<file path="src/rtl/sieve_pkg.sv">
package sieve_pkg;
  // Strobes passed from the control unit to the datapath.
  typedef struct packed {
    logic load;  // reload countdowns from the stored phases
    logic step;  // process the current index
  } sieveStrobe_t;
endpackage

</file>
<file path="src/rtl/sieve_ctrl.sv">
module sieve_ctrl
  import sieve_pkg::*;
#(
  parameter int IDX_W = 16
) (
  input  logic             clk,
  input  logic             rst_n,
  input  logic             scanStart,
  input  logic [IDX_W-1:0] scanFirst,
  input  logic [IDX_W-1:0] scanLast,
  output sieveStrobe_t     strobe,
  output logic [IDX_W-1:0] curIdx,
  output logic             busy,
  output logic             done
);
  typedef enum logic {IDLE, SCAN} ctrlState_t;
  ctrlState_t state;
  logic [IDX_W-1:0] lastReg;

  always_ff @(posedge clk or negedge rst_n) begin
    if (!rst_n) begin
      state   <= IDLE;
      curIdx  <= '0;
      lastReg <= '0;
      done    <= 1'b0;
    end else if (state == IDLE) begin
      if (scanStart) begin
        state   <= SCAN;
        curIdx  <= scanFirst;
        lastReg <= scanLast;
        done    <= 1'b0;
      end
    end else if (curIdx == lastReg) begin
      state <= IDLE;
      done  <= 1'b1;
    end else begin
      curIdx <= curIdx + IDX_W'(1);
    end
  end

  assign busy        = (state == SCAN);
  assign strobe.load = (state == IDLE) && scanStart;
  assign strobe.step = (state == SCAN);

  // completion flag only while idle
  a_r7_done_idle: assert property (@(posedge clk) disable iff (!rst_n)
    done |-> !busy);
  // a scan only starts from a start pulse
  a_r3_start_pulse: assert property (@(posedge clk) disable iff (!rst_n)
    $rose(busy) |-> $past(scanStart));
endmodule

</file>
<file path="src/rtl/sieve_bank.sv">
module sieve_bank
  import sieve_pkg::*;
#(
  parameter int N      = 2,
  parameter int SLOT_W = 1,
  parameter int IDX_W  = 16,
  parameter int P_W    = 8,
  parameter int W_W    = 8,
  parameter int SUM_W  = 9
) (
  input  logic              clk,
  input  logic              rst_n,
  input  logic              wrEn,
  input  logic [SLOT_W-1:0] wrSlot,
  input  logic [P_W-1:0]    wrPrime,
  input  logic [IDX_W-1:0]  wrPhase,
  input  logic [W_W-1:0]    wrWeight,
  input  sieveStrobe_t      strobe,
  input  logic              busy,
  output logic [SUM_W-1:0]  sum
);
  localparam int RAW_W  = W_W + $clog2(N + 1);
  localparam int FULL_W = (RAW_W > SUM_W) ? RAW_W : SUM_W + 1;
  localparam logic [FULL_W-1:0] SUM_CAP = FULL_W'((1 << SUM_W) - 1);

  logic [P_W-1:0]   prime  [N];
  logic [IDX_W-1:0] phase  [N];
  logic [W_W-1:0]   weight [N];
  logic [IDX_W-1:0] cd     [N];
  logic             slotOk;
  logic [FULL_W-1:0] full;

  assign slotOk = int'(wrSlot) < N;

  for (genvar e = 0; e < N; e++) begin : g_entry
    always_ff @(posedge clk or negedge rst_n) begin
      if (!rst_n) begin
        prime[e]  <= P_W'(1);
        phase[e]  <= '0;
        weight[e] <= '0;
      end else if (wrEn && slotOk && (wrSlot == SLOT_W'(e))) begin
        prime[e]  <= wrPrime;
        phase[e]  <= wrPhase;
        weight[e] <= wrWeight;
      end
    end

    always_ff @(posedge clk or negedge rst_n) begin
      if (!rst_n)
        cd[e] <= '0;
      else if (strobe.load)
        cd[e] <= phase[e];
      else if (strobe.step)
        cd[e] <= (cd[e] == '0) ? (IDX_W'(prime[e]) - IDX_W'(1)) : (cd[e] - IDX_W'(1));
    end

    // table contents are frozen while a scan runs
    a_r2_frozen_busy: assert property (@(posedge clk) disable iff (!rst_n)
      (busy && $past(busy)) |-> ($stable(weight[e]) && $stable(prime[e]) && $stable(phase[e])));
  end

  always_comb begin
    full = '0;
    for (int e = 0; e < N; e++)
      if (cd[e] == '0) full = full + FULL_W'(weight[e]);
  end

  assign sum = (full > SUM_CAP) ? SUM_CAP[SUM_W-1:0] : full[SUM_W-1:0];
endmodule

</file>
<file path="src/rtl/sieve_datapath.sv">
module sieve_datapath
  import sieve_pkg::*;
#(
  parameter int N_RAT  = 2,
  parameter int N_ALG  = 4,
  parameter int SLOT_W = 2,
  parameter int IDX_W  = 16,
  parameter int P_W    = 8,
  parameter int W_W    = 8,
  parameter int SUM_W  = 9
) (
  input  logic              clk,
  input  logic              rst_n,
  input  logic              cfgWe,
  input  logic              cfgSide,
  input  logic [SLOT_W-1:0] cfgSlot,
  input  logic [P_W-1:0]    cfgPrime,
  input  logic [IDX_W-1:0]  cfgPhase,
  input  logic [W_W-1:0]    cfgWeight,
  input  logic [SUM_W-1:0]  thrRat,
  input  logic [SUM_W-1:0]  thrAlg,
  input  sieveStrobe_t      strobe,
  input  logic [IDX_W-1:0]  curIdx,
  input  logic              busy,
  output logic              hitValid,
  output logic [IDX_W-1:0]  hitIndex
);
  logic [SUM_W-1:0] ratSum;
  logic [SUM_W-1:0] algSum;
  logic ratWe;
  logic algWe;

  assign ratWe = cfgWe && !busy && !cfgSide;
  assign algWe = cfgWe && !busy && cfgSide;

  sieve_bank #(.N(N_RAT), .SLOT_W(SLOT_W), .IDX_W(IDX_W), .P_W(P_W), .W_W(W_W), .SUM_W(SUM_W)) ratBank_i (
    .clk(clk), .rst_n(rst_n), .wrEn(ratWe), .wrSlot(cfgSlot), .wrPrime(cfgPrime),
    .wrPhase(cfgPhase), .wrWeight(cfgWeight), .strobe(strobe), .busy(busy), .sum(ratSum));

  sieve_bank #(.N(N_ALG), .SLOT_W(SLOT_W), .IDX_W(IDX_W), .P_W(P_W), .W_W(W_W), .SUM_W(SUM_W)) algBank_i (
    .clk(clk), .rst_n(rst_n), .wrEn(algWe), .wrSlot(cfgSlot), .wrPrime(cfgPrime),
    .wrPhase(cfgPhase), .wrWeight(cfgWeight), .strobe(strobe), .busy(busy), .sum(algSum));

  always_ff @(posedge clk or negedge rst_n) begin
    if (!rst_n) begin
      hitValid <= 1'b0;
      hitIndex <= '0;
    end else begin
      hitValid <= strobe.step && (ratSum > thrRat) && (algSum > thrAlg);
      if (strobe.step) hitIndex <= curIdx;
    end
  end

  // a reported candidate passed both sides at the previous index
  a_r6_both_pass: assert property (@(posedge clk) disable iff (!rst_n)
    hitValid |-> (($past(ratSum) > $past(thrRat)) && ($past(algSum) > $past(thrAlg))));
endmodule

</file>
<file path="src/rtl/sieve_threshold_top.sv">
module sieve_threshold_top
  import sieve_pkg::*;
#(
  parameter int N_RAT = 2,
  parameter int N_ALG = 4,
  parameter int IDX_W = 16,
  parameter int P_W   = 8,
  parameter int W_W   = 8,
  parameter int SUM_W = 9,
  localparam int MAX_N  = (N_ALG > N_RAT) ? N_ALG : N_RAT,
  localparam int SLOT_W = (MAX_N > 2) ? $clog2(MAX_N) : 1
) (
  input  logic              clk,
  input  logic              rst_n,
  input  logic              cfgWe,
  input  logic              cfgSide,
  input  logic [SLOT_W-1:0] cfgSlot,
  input  logic [P_W-1:0]    cfgPrime,
  input  logic [IDX_W-1:0]  cfgPhase,
  input  logic [W_W-1:0]    cfgWeight,
  input  logic [SUM_W-1:0]  thrRat,
  input  logic [SUM_W-1:0]  thrAlg,
  input  logic              scanStart,
  input  logic [IDX_W-1:0]  scanFirst,
  input  logic [IDX_W-1:0]  scanLast,
  output logic              busy,
  output logic              done,
  output logic              hitValid,
  output logic [IDX_W-1:0]  hitIndex
);
  sieveStrobe_t     strobe;
  logic [IDX_W-1:0] curIdx;

  sieve_ctrl #(.IDX_W(IDX_W)) ctrl_i (
    .clk(clk), .rst_n(rst_n), .scanStart(scanStart), .scanFirst(scanFirst),
    .scanLast(scanLast), .strobe(strobe), .curIdx(curIdx), .busy(busy), .done(done));

  sieve_datapath #(.N_RAT(N_RAT), .N_ALG(N_ALG), .SLOT_W(SLOT_W), .IDX_W(IDX_W),
                   .P_W(P_W), .W_W(W_W), .SUM_W(SUM_W)) dp_i (
    .clk(clk), .rst_n(rst_n), .cfgWe(cfgWe), .cfgSide(cfgSide), .cfgSlot(cfgSlot),
    .cfgPrime(cfgPrime), .cfgPhase(cfgPhase), .cfgWeight(cfgWeight),
    .thrRat(thrRat), .thrAlg(thrAlg), .strobe(strobe), .curIdx(curIdx), .busy(busy),
    .hitValid(hitValid), .hitIndex(hitIndex));
endmodule

</file>
<file path="config.mk">
export PLATFORM = sky130hd
export DESIGN_NAME = sieve_threshold_top
export DESIGN_NICKNAME = d
export VERILOG_FILES = /design/src/rtl/sieve_pkg.sv /design/src/rtl/sieve_ctrl.sv /design/src/rtl/sieve_bank.sv /design/src/rtl/sieve_datapath.sv /design/src/rtl/sieve_threshold_top.sv
export SDC_FILE = /design/constraint.sdc
export NUM_CORES = 1
export LEC_CHECK = 0
export BUFFER_PORTS_ARGS = -buffer_cell sky130_fd_sc_hd__clkbuf_2
export CAP_MARGIN = 20
export CORE_ASPECT_RATIO = 1.5
export CORE_UTILIZATION = 30
export DETAILED_ROUTE_END_ITERATION = 10
export GPL_TIMING_DRIVEN = 0
export SLEW_MARGIN = 5
export SYNTH_ARGS = -nofsm -noshare
export SYNTH_HDL_FRONTEND = slang
export SYNTH_HIERARCHICAL = 1
export SYNTH_SLANG_ARGS = --single-unit
</file>
<file path="constraint.sdc">
create_clock -name clk -period 7.13 [get_ports clk]
set_clock_uncertainty 0.05 [all_clocks]
set_input_delay 1.7825 -clock clk [delete_from_list [all_inputs] [get_ports clk]]
set_output_delay 1.7825 -clock clk [all_outputs]
set_load 0.03 [all_outputs]
</file>
==> results.py, run 1 <==
metrics = {
    "run_status": {
        "status": "completed",
    },
    "synthesis": {
        "synth-seq-area-share_pct": 43.32,
        "ys_ff_latch": 339,
        "synthFlopType": "dfrtp_1",
        "async_flop_share_pct": 100.0,
        "syn_area_um2": 19600,
        "synthCells": 2027,
        "synth_nets": 2184,
        "synth-edff-count": 0,
        "synth.avg_cell_area_um2": 9.669,
        "synth.distinct_cells": 88,
        "ys_warn_count": 6,
    },
    "global_route": {
        "antenna_found_initial": 4,
        "grt_pass1_vias": 17080,
        "grt_pass1_wl_mm": 97.11,
        "gr-total-overflow": 0,
        "grt_max_degree": 100,
        "grtUsageTotal_pct": 19.13,
    },
    "power": {
        "pwr-share-comb_pct": 21.4,
        "power.static_leakage_nw": 10.22,
        "power.total_mw": 6.162,
        "internal_power_mw": 4.143,
        "sw_frac_of_total_pct": 32.77,
        "vdd_drop_max_mv": 0.1744,
        "power_density_nw_per_um2": 269.4,
        "seqPwrFrac_pct": 43.4,
        "p_clk_share_pct": 35.2,
        "p_switching_mw": 2.019,
    },
    "route": {
        "wl_per_cell_um": 20.57,
        "via_per_inst": 5.372,
        "drtAntennaViolNets": 0,
        "dr.pass1.iters": 6,
        "drc": 0,
        "drtIter0Drc": 1118,
        "drt_wl_total_mm": 63.41,
        "vias": 16560,
    },
    "timing": {
        "fmax_mhz": 147.0,
        "worst_slew_pin_slew_ps": 1021,
        "relSlewSlack_pct": 31.94,
        "layout_worst_path_cycle_share_pct": 95.38,
        "final_hold_viol_count": 0,
        "maxSlewViolCount": 0,
        "fin_crit_ps": 6801,
        "setup_viol": 0,
        "hold-worst-slack_ps": 421.8,
        "layout_setup_ws_ps": 329.2,
    },
    "clock_tree": {
        "clk_pin_slew_ps": 60,
        "cts-root-buf": "clkbuf_16",
        "cts_sinks": 339,
        "cts_tree": "done",
        "cts_buffers": 38,
        "cts_buffer_depth": 3,
        "cts_hold_buf": 0,
        "cts-htree-levels": 2,
        "clock_latency_ps": 600,
    },
    "worst_setup_path": {
        "cp_max_fo": 19,
        "cpMaxStageDelayCell": "or4_4",
        "crit_top_cell": "ha_1",
        "critical_path_class": "flip-flop to flip-flop",
        "required_ps": 7550,
        "start_kind": "flip-flop",
        "cp_slowest_stage_delay_ps": 550,
        "worstPathArrival_ps": 7230,
        "end_kind": "flip-flop",
    },
    "floorplan": {
        "core_um2": 64470,
        "dieWidth_um": 210.7,
        "row_count": 114,
        "die_area_um2": 66380,
        "die_h_um": 315.1,
        "ios": 108,
        "initial_utilization_pct": 30.40,
    },
    "final_layout": {
        "final_net_count": 2341,
        "synthToLayoutAreaGrowth_pct": 16.71,
        "fin_util_pct": 35.48,
        "drive_gt1_share_pct": 21.45,
        "layout.cells.non_filler": 3082,
        "layout_commonest_cell": "dfrtp_1",
        "most-common-layout-cells": "dfrtp_1, mux2_2, nand2_1, nor2_1, o21ai_0",
    },
    "run": {
        "maxCapViolCount": 0,
    },
    "placed_design": {
        "detailedPlace.worstSlack_ps": -1169,
        "gp_congestion": 0.9090,
        "numPortBuffers": 107,
        "dp_hpwl_mm": 47.45,
        "dp_cells": 3007,
    },
    "min_path": {
        "min_path_type": "flip-flop to flip-flop",
    },
}
area by class of cell:
class | instances | area [um2]
Tap cell | 870 | 1089
Sequential cell | 339 | 8492
Buffer | 103 | 466.7
Inverter | 100 | 375.4
Clock inverter | 18 | 320.3
Fill cell | 6541 | 41600
Multi-Input combinational cell | 1484 | 10380
Antenna cell | 2 | 5.005
Timing Repair Buffer | 118 | 686.9
Clock buffer | 48 | 1059
cell families after synthesis:
family / after synthesis / synth area share [%]
xor gates and xnor gates: 82 / 3.703
muxes: 221 / 12.60
buffers and inverters: 204 / 4.226
AOI/OAI and AO/OA: 488 / 15.83
adders and majority gates: 69 / 4.545
and+or+nand+nor: 624 / 15.77
DFF: 339 / 43.32
per-stage QoR:
step	cell area, um2	setup TNS [ps]
floorplan	19600	0
global placement	21220	-1112420
detailed placement	21320	-1169
CTS	22740	0
global route	22870	-22.08
finish	22870	0
worst max-delay path, delay by kind of cell (launching register included):
kind / cells / cell delay (ps)
buf+inv: 3 / 520
fa+ha+maj: 4 / 1350
flops: 1 / 440
simple gates: 12 / 2360
compound gates: 10 / 1940
final timing paths:
check	from	end	slack (ps)	cells after the start
min in group asynchronous	rst_n	dp_i/algBank_i/phase[38]$_DFFE_PN0P_	1120	1
setup / recovery	dp_i/algBank_i/cd[54]$_DFFE_PN0P_	dp_i/hitValid$_DFF_PN0_	330	29
hold / removal	dp_i/algBank_i/phase[23]$_DFFE_PN0P_	dp_i/algBank_i/cd[23]$_DFFE_PN0P_	420	1
hold reg to reg	dp_i/algBank_i/phase[23]$_DFFE_PN0P_	dp_i/algBank_i/cd[23]$_DFFE_PN0P_	420	1
setup reg to reg	dp_i/algBank_i/cd[54]$_DFFE_PN0P_	dp_i/hitValid$_DFF_PN0_	330	29
max in group asynchronous	rst_n	dp_i/hitIndex[15]$_DFFE_PN0P_	4410	3
registers in the layout, indices dropped and copies added (netlist names), 16 cells and up:
register and cells:
ctrl_i/curIdx 16, dp_i/hitIndex 16, dp_i/algBank_i/weight 32, dp_i/algBank_i/prime 32, dp_i/ratBank_i/weight 16, dp_i/ratBank_i/prime 16, dp_i/algBank_i/phase 64, dp_i/algBank_i/cd 64
dp_i/ratBank_i/cd 32, ctrl_i/lastReg 16, dp_i/ratBank_i/phase 32
metal layers:
layer | vias up | part of all wire, % | track usage, %
met5 | - | 0.019 | 0
met4 | 2 | 8.2 | 15.18
met3 | 203 | 4.4 | 2.769
met2 | 523 | 51 | 34.92
met1 | 8180 | 36 | 19.36
li1 | 7648 | - | -
synth_stat cells (all sizes together), types with 6 or more instances:
cell | number | area (um2)
and3 | 14 | 87.58
clkbuf | 69 | 259.0
nand3b | 6 | 45.04
o22ai | 29 | 195.2
a22oi | 13 | 97.59
nor3 | 55 | 285.3
o21a | 16 | 120.1
dfstp | 6 | 157.7
nand4 | 22 | 137.6
a2111oi | 6 | 65.06
o31a | 8 | 70.07
nand3 | 53 | 270.3
a311oi | 6 | 52.55
a31oi | 13 | 81.33
a221oi | 14 | 122.6
a21o | 15 | 112.6
xnor2 | 53 | 471.7
nor2b | 12 | 75.07
xor2 | 29 | 254.0
dfrtp | 333 | 8333
inv | 98 | 367.9
mux2 | 206 | 2320
nor4b | 7 | 76.32
nor3b | 8 | 76.32
nor2 | 158 | 603.1
buf | 35 | 193.9
mux2i | 15 | 150.1
o31ai | 13 | 97.59
nor4 | 27 | 245.2
a211oi | 34 | 265.3
and4 | 8 | 71.32
o21ai | 155 | 783.3
o211ai | 8 | 60.06
a21oi | 109 | 545.5
ha | 64 | 800.8
nand2 | 203 | 762.0
nand2b | 6 | 37.54
or3 | 17 | 106.4
and2 | 13 | 81.33
o32ai | 6 | 52.55
power groups by stage:
stage	clock network (mW)	logic [mW]	registers, mW
global placement	0	1.26	2.68
floorplan	0	0.909	2.64
detailed placement	0	1.30	2.69
finish	2.17	1.32	2.67
CTS	2.23	1.31	2.66
global route	2.31	1.47	2.73
what timing repair did:
action | 4_1_cts | 5_1_grt
buffers inserted | 2 | 6
endpoints found under the setup margin | 1 | 1
gates resized for setup | 13 | 25
pin swaps | 0 | 7
Power figures use the tool's default switching activity.
==> inputs of run 2 (changes only) <==
--- a/config.mk
+++ b/config.mk
@@ -7,10 +7,13 @@
 export LEC_CHECK = 0
 export BUFFER_PORTS_ARGS = -buffer_cell sky130_fd_sc_hd__clkbuf_2
 export CAP_MARGIN = 20
+export CELL_PAD_IN_SITES_DETAIL_PLACEMENT = 2
+export CELL_PAD_IN_SITES_GLOBAL_PLACEMENT = 2
 export CORE_ASPECT_RATIO = 1.5
 export CORE_UTILIZATION = 30
 export DETAILED_ROUTE_END_ITERATION = 10
 export GPL_TIMING_DRIVEN = 0
+export PLACE_DENSITY_LB_ADDON = 0.1
 export SLEW_MARGIN = 5
 export SYNTH_ARGS = -nofsm -noshare
 export SYNTH_HDL_FRONTEND = slang
==> constraint.sdc (replaced) <==
create_clock -name clk -period 8.3 [get_ports clk]
set_clock_uncertainty 0.05 [all_clocks]
set_input_delay 2.075 -clock clk [delete_from_list [all_inputs] [get_ports clk]]
set_output_delay 2.075 -clock clk [all_outputs]
set_load 0.03 [all_outputs]
==> results.py, run 2 (synthesis results as in run 1) <==
metrics = {
    "route": {
        "via_per_inst": 5.389,
        "drtIter0Drc": 715,
        "drc": 0,
        "dr.pass1.iters": 5,
        "vias": 16610,
        "wl_per_cell_um": 24.51,
        "drt_wl_total_mm": 75.55,
        "drtAntennaViolNets": 0,
    },
    "clock_tree": {
        "clock_latency_ps": 580,
        "post_cts_buffers": 0,
        "cts_tree": "done",
        "cts_buffer_depth": 3,
        "clk_pin_slew_ps": 60,
        "cts_buffers": 40,
        "cts-htree-levels": 2,
        "cts-root-buf": "clkbuf_16",
        "cts_sinks": 339,
        "cts_hold_buf": 0,
    },
    "global_route": {
        "grt_pass1_wl_mm": 115.7,
        "gr-total-overflow": 0,
        "grt_max_degree": 102,
        "antenna_found_initial": 4,
        "grt_pass1_vias": 18900,
        "grtUsageTotal_pct": 23.24,
    },
    "timing": {
        "setup_viol": 0,
        "fin_tns_setup_ps": 0,
        "layout_worst_path_cycle_share_pct": 94.51,
        "fin_crit_ps": 7844,
        "layout_setup_ws_ps": 455.5,
        "hold-worst-slack_ps": 427.0,
        "fmax_mhz": 127.5,
        "worst_slew_pin_slew_ps": 1035,
        "relSlewSlack_pct": 30.97,
        "rsz0062_at_grt": "no",
        "final_hold_viol_count": 0,
        "maxSlewViolCount": 0,
    },
    "min_path": {
        "min_path_type": "flip-flop to flip-flop",
    },
    "final_layout": {
        "fin_util_pct": 35.17,
        "final_area_um2": 22680,
        "most-common-layout-cells": "dfrtp_1, mux2_2, nand2_1, nor2_1, o21ai_0",
        "drive_gt1_share_pct": 20.33,
        "final_net_count": 2336,
        "layout.cells.non_filler": 3082,
        "layout_commonest_cell": "dfrtp_1",
        "largest_registers": "dp_i/algBank_i/cd x64, dp_i/algBank_i/phase x64",
        "synthToLayoutAreaGrowth_pct": 15.70,
    },
    "worst_setup_path": {
        "crit_top_cell": "o21ai_0",
        "end_kind": "flip-flop",
        "cp_slowest_stage_delay_ps": 570,
        "critical_path_class": "flip-flop to flip-flop",
        "required_ps": 8650,
        "cpMaxStageDelayCell": "or4_4",
        "worstPathArrival_ps": 8200,
        "start_kind": "flip-flop",
        "cp_max_fo": 19,
    },
    "floorplan": {
        "die_area_um2": 66380,
        "row_count": 114,
        "core_um2": 64470,
        "ios": 108,
        "dieWidth_um": 210.7,
        "initial_utilization_pct": 30.40,
        "die_h_um": 315.1,
    },
    "power": {
        "vdd_drop_max_mv": 0.1578,
        "power.total_mw": 5.307,
        "power_density_nw_per_um2": 234.0,
        "power.static_leakage_nw": 10.15,
    },
    "placed_design": {
        "dp_cells": 3008,
        "numPortBuffers": 107,
        "post_dp_cell_area_um2": 21330,
        "dp_hpwl_mm": 56.26,
        "detailedPlace.worstSlack_ps": -303.5,
        "gp_congestion": 0.8376,
    },
    "run": {
        "maxCapViolCount": 0,
    },
    "run_status": {
        "status": "completed",
    },
}
run 2: metal layers:
layer / track usage, % / wire [um]
met1: 25.99 / 29650
met2: 42.90 / 39800
met3: 2.849 / 2145
met4: 11.84 / 3960
met5: 0 / 0
run 2: area by class of cell:
class                   instances  area [um2]
clock buffers                  59        1174
multi-input cells            1484       10300
clock inverters                13       150.1
repair buffers                111       638.1
fillers                      7224       41800
inverters                     100       375.4
well taps                     870        1089
flip-flops and latches        339        8491
plain buffers                 103       451.7
diodes                          3       7.507
run 2: power by group:
part | switching [mW] | total, mW | leakage [nW] | internal, mW
logic | 0.667 | 1.16 | 5.19 | 0.488
clock network | 0.754 | 1.83 | 0.641 | 1.07
registers | 0.367 | 2.33 | 4.32 | 1.96
run 2: worst paths after layout:
kind / start / to / slack, ps / cells after the start
worst max-delay path: dp_i/algBank_i/cd[54]$_DFFE_PN0P_ / dp_i/hitValid$_DFF_PN0_ / 460 / 31
worst min-delay path: dp_i/ratBank_i/phase[21]$_DFFE_PN0P_ / dp_i/ratBank_i/cd[21]$_DFFE_PN0P_ / 430 / 2
worst max register to register: dp_i/algBank_i/cd[54]$_DFFE_PN0P_ / dp_i/hitValid$_DFF_PN0_ / 460 / 31
worst min register to register: dp_i/ratBank_i/phase[21]$_DFFE_PN0P_ / dp_i/ratBank_i/cd[21]$_DFFE_PN0P_ / 430 / 2
max in group asynchronous: rst_n / dp_i/ratBank_i/cd[31]$_DFFE_PN0P_ / 5720 / 2
min in group asynchronous: rst_n / dp_i/algBank_i/cd[5]$_DFFE_PN0P_ / 1460 / 1
run 2: what timing repair did:
action,4_1_cts,5_1_grt
pin swaps,0,1
resized for setup,2,3
setup endpoints to repair,1,1
run 2: critical path, delay by kind of cell (launching register included):
family,cells,cell delay [ps]
compound gates,18,3730
simple gates,5,1530
fa+ha+maj,4,1240
buf+inv,3,610
flops,1,440
xor+xnor,1,90
==> inputs of run 3 (changes only) <==
--- a/config.mk
+++ b/config.mk
@@ -5,6 +5,7 @@
 export SDC_FILE = /design/constraint.sdc
 export NUM_CORES = 1
 export LEC_CHECK = 0
+export ABC_AREA = 1
 export BUFFER_PORTS_ARGS = -buffer_cell sky130_fd_sc_hd__clkbuf_2
 export CAP_MARGIN = 20
 export CELL_PAD_IN_SITES_DETAIL_PLACEMENT = 2
==> results.py, run 3 <==
metrics = {
    "placed_design": {
        "dp_hpwl_mm": 65.93,
        "detailedPlace.worstSlack_ps": 619.4,
        "dp_cells": 3702,
        "gp_congestion": 0.8390,
        "numPortBuffers": 107,
    },
    "timing": {
        "final_hold_viol_count": 0,
        "fin_tns_setup_ps": 0,
        "maxSlewViolCount": 0,
        "setup_viol": 0,
        "rsz0062_at_grt": "no",
        "relSlewSlack_pct": 39.22,
        "fmax_mhz": 131.4,
        "worst_slew_pin_slew_ps": 911.7,
        "layout_worst_path_cycle_share_pct": 91.72,
        "layout_setup_ws_ps": 687.6,
        "fin_crit_ps": 7612,
    },
    "global_route": {
        "grt_pass1_wl_mm": 128.7,
        "grt_max_degree": 99,
        "grtUsageTotal_pct": 24.56,
        "antenna_found_initial": 1,
        "grt_pass1_vias": 21790,
        "gr-total-overflow": 0,
    },
    "final_layout": {
        "final_net_count": 3017,
        "layout.cells.non_filler": 3777,
        "drive_gt1_share_pct": 10.03,
        "synthToLayoutAreaGrowth_pct": 15.03,
        "fin_util_pct": 34.89,
        "largest_registers": "dp_i/algBank_i/cd x64, dp_i/algBank_i/phase x64",
        "layout_commonest_cell": "nand2_1",
        "diodes": 0,
        "most-common-layout-cells": "nand2_1, o21ai_0, inv_1, dfrtp_1, nor2_1",
    },
    "clock_tree": {
        "cts-root-buf": "clkbuf_16",
        "post_cts_buffers": 0,
        "cts_resized": 0,
        "cts_buffer_depth": 3,
        "cts_buffers": 41,
        "clk_pin_slew_ps": 60,
        "cts_hold_buf": 0,
        "cts-htree-levels": 2,
        "cts_sinks": 339,
        "clock_latency_ps": 590,
        "cts_tree": "done",
    },
    "worst_setup_path": {
        "cpMaxStageDelayCell": "fa_1",
        "ff2ff_path_depth": 45,
        "worstPathArrival_ps": 8000,
        "end_kind": "flip-flop",
        "crit_top_cell": "nand2_1",
        "critical_path_class": "flip-flop to flip-flop",
        "cp_slowest_stage_delay_ps": 410,
        "start_kind": "flip-flop",
        "cp_max_fo": 10,
        "required_ps": 8690,
    },
    "power": {
        "power.total_mw": 6.008,
        "power_density_nw_per_um2": 257.9,
        "power.static_leakage_nw": 11.71,
        "vdd_drop_max_mv": 0.1451,
    },
    "synthesis": {
        "synth-seq-area-share_pct": 41.93,
        "synth_nets": 2864,
        "ys_warn_count": 6,
        "yosys.area_share.xor_xnor_pct": 3.201,
        "netlist.area_leader.share_pct": 41.15,
        "synth_mux_area_share_pct": 1.211,
        "synth_commonest_cells": "nand2_1, o21ai_0, inv_1",
        "async_flop_share_pct": 100.0,
        "synth-edff-count": 0,
        "synth.avg_cell_area_um2": 7.480,
        "synth-compound-area-share_pct": 14.89,
        "synth_fa_ha_area_share_pct": 4.350,
        "yosysTopAreaCell": "dfrtp_1",
        "yosys.area_share.simple_pct": 25.89,
        "ys_ff_latch": 339,
        "syn_area_um2": 20250,
        "synthCells": 2707,
        "synthFlopType": "dfrtp_1",
        "synth.most_common_cell": "nand2_1",
        "yosys-top-cells-area": "dfrtp_1, nand2_1, o21ai_0, inv_1, nor2_1",
        "synth.distinct_cells": 60,
        "synth_top_family_by_area": "simple AND/OR/NAND/NOR gates",
    },
    "min_path": {
        "min_path_type": "flip-flop to flip-flop",
        "holdPathStages": 2,
    },
    "floorplan": {
        "die_h_um": 320.2,
        "dieWidth_um": 214.1,
        "die_area_um2": 68560,
        "core_um2": 66760,
        "initial_utilization_pct": 30.33,
        "row_count": 116,
        "ios": 108,
    },
    "route": {
        "wl_per_cell_um": 22.07,
        "via_per_inst": 5.070,
        "drc": 0,
        "drt_wl_total_mm": 83.35,
        "dr.pass1.iters": 5,
        "drtAntennaViolNets": 0,
        "vias": 19150,
        "drtIter0Drc": 701,
    },
    "run_status": {
        "status": "completed",
    },
    "run": {
        "maxCapViolCount": 0,
    },
}
==> run 3: layout make-up <==
cell class	count	area [um2]
buffer	90	404.1
clock buffer	62	1176
clock inverter	13	132.6
fill	7923	43470
inverter	353	1325
multi-input combinational	1925	10030
sequential	339	8491
tap	885	1107
timing repair buffer	110	626.9
==> run 3: worst max-delay path, delay by kind of cell, from the launching register on <==
family / cells / cell delay, ps
and+or+nand+nor: 25 / 2960
adders and majority gates: 6 / 1750
AOI/OAI and AO/OA: 7 / 1200
buffers and inverters: 7 / 1110
DFF: 1 / 390
==> run 3: power by group <==
part | switching [mW] | internal, mW
sequential | 0.401 | 2.01
combinational | 1.14 | 0.642
clock | 0.769 | 1.04
total | 2.31 | 3.70
==> run 3: metal layers <==
metal | up-vias | track usage [%] | part of all wire [%]
li1 | 9069 | - | -
met1 | 9652 | 26.64 | 39
met2 | 289 | 48.20 | 54
met3 | 139 | 2.655 | 2.6
met4 | 2 | 9.222 | 3.8
met5 | - | 0 | 0.016
==> run 3: cells by family after synthesis <==
logic type               count (synthesis)
AO/OA/AOI/OAI                          543
XOR/XNOR                                74
adder cells (fa/ha/maj)                 68
buffers and inverters                  443
flip-flops                             339
multiplexers                            19
AND/OR/NAND/NOR                       1221
==> run 3: worst paths after layout <==
path,startpoint,end,slack [ps]
setup / recovery,dp_i/algBank_i/cd[48]$_DFFE_PN0P_,dp_i/hitValid$_DFF_PN0_,690
hold / removal,dp_i/algBank_i/phase[8]$_DFFE_PN0P_,dp_i/algBank_i/phase[8]$_DFFE_PN0P_,430
setup reg to reg,dp_i/algBank_i/cd[48]$_DFFE_PN0P_,dp_i/hitValid$_DFF_PN0_,690
hold reg to reg,dp_i/algBank_i/phase[8]$_DFFE_PN0P_,dp_i/algBank_i/phase[8]$_DFFE_PN0P_,430
max in group asynchronous,rst_n,ctrl_i/lastReg[7]$_DFFE_PN0P_,5680
min in group asynchronous,rst_n,dp_i/ratBank_i/cd[27]$_DFFE_PN0P_,1480
==> run 3: stage by stage <==
stage / hold WS (ps) / area [um2]
2_1_floorplan: 397.8 / 20250
3_3_place_gp: 411.9 / 21890
4_1_cts: 433.5 / 23290
3_5_place_dp: 418.5 / 21980
6_report: 429.9 / 23290
5_1_grt: 459.4 / 23290
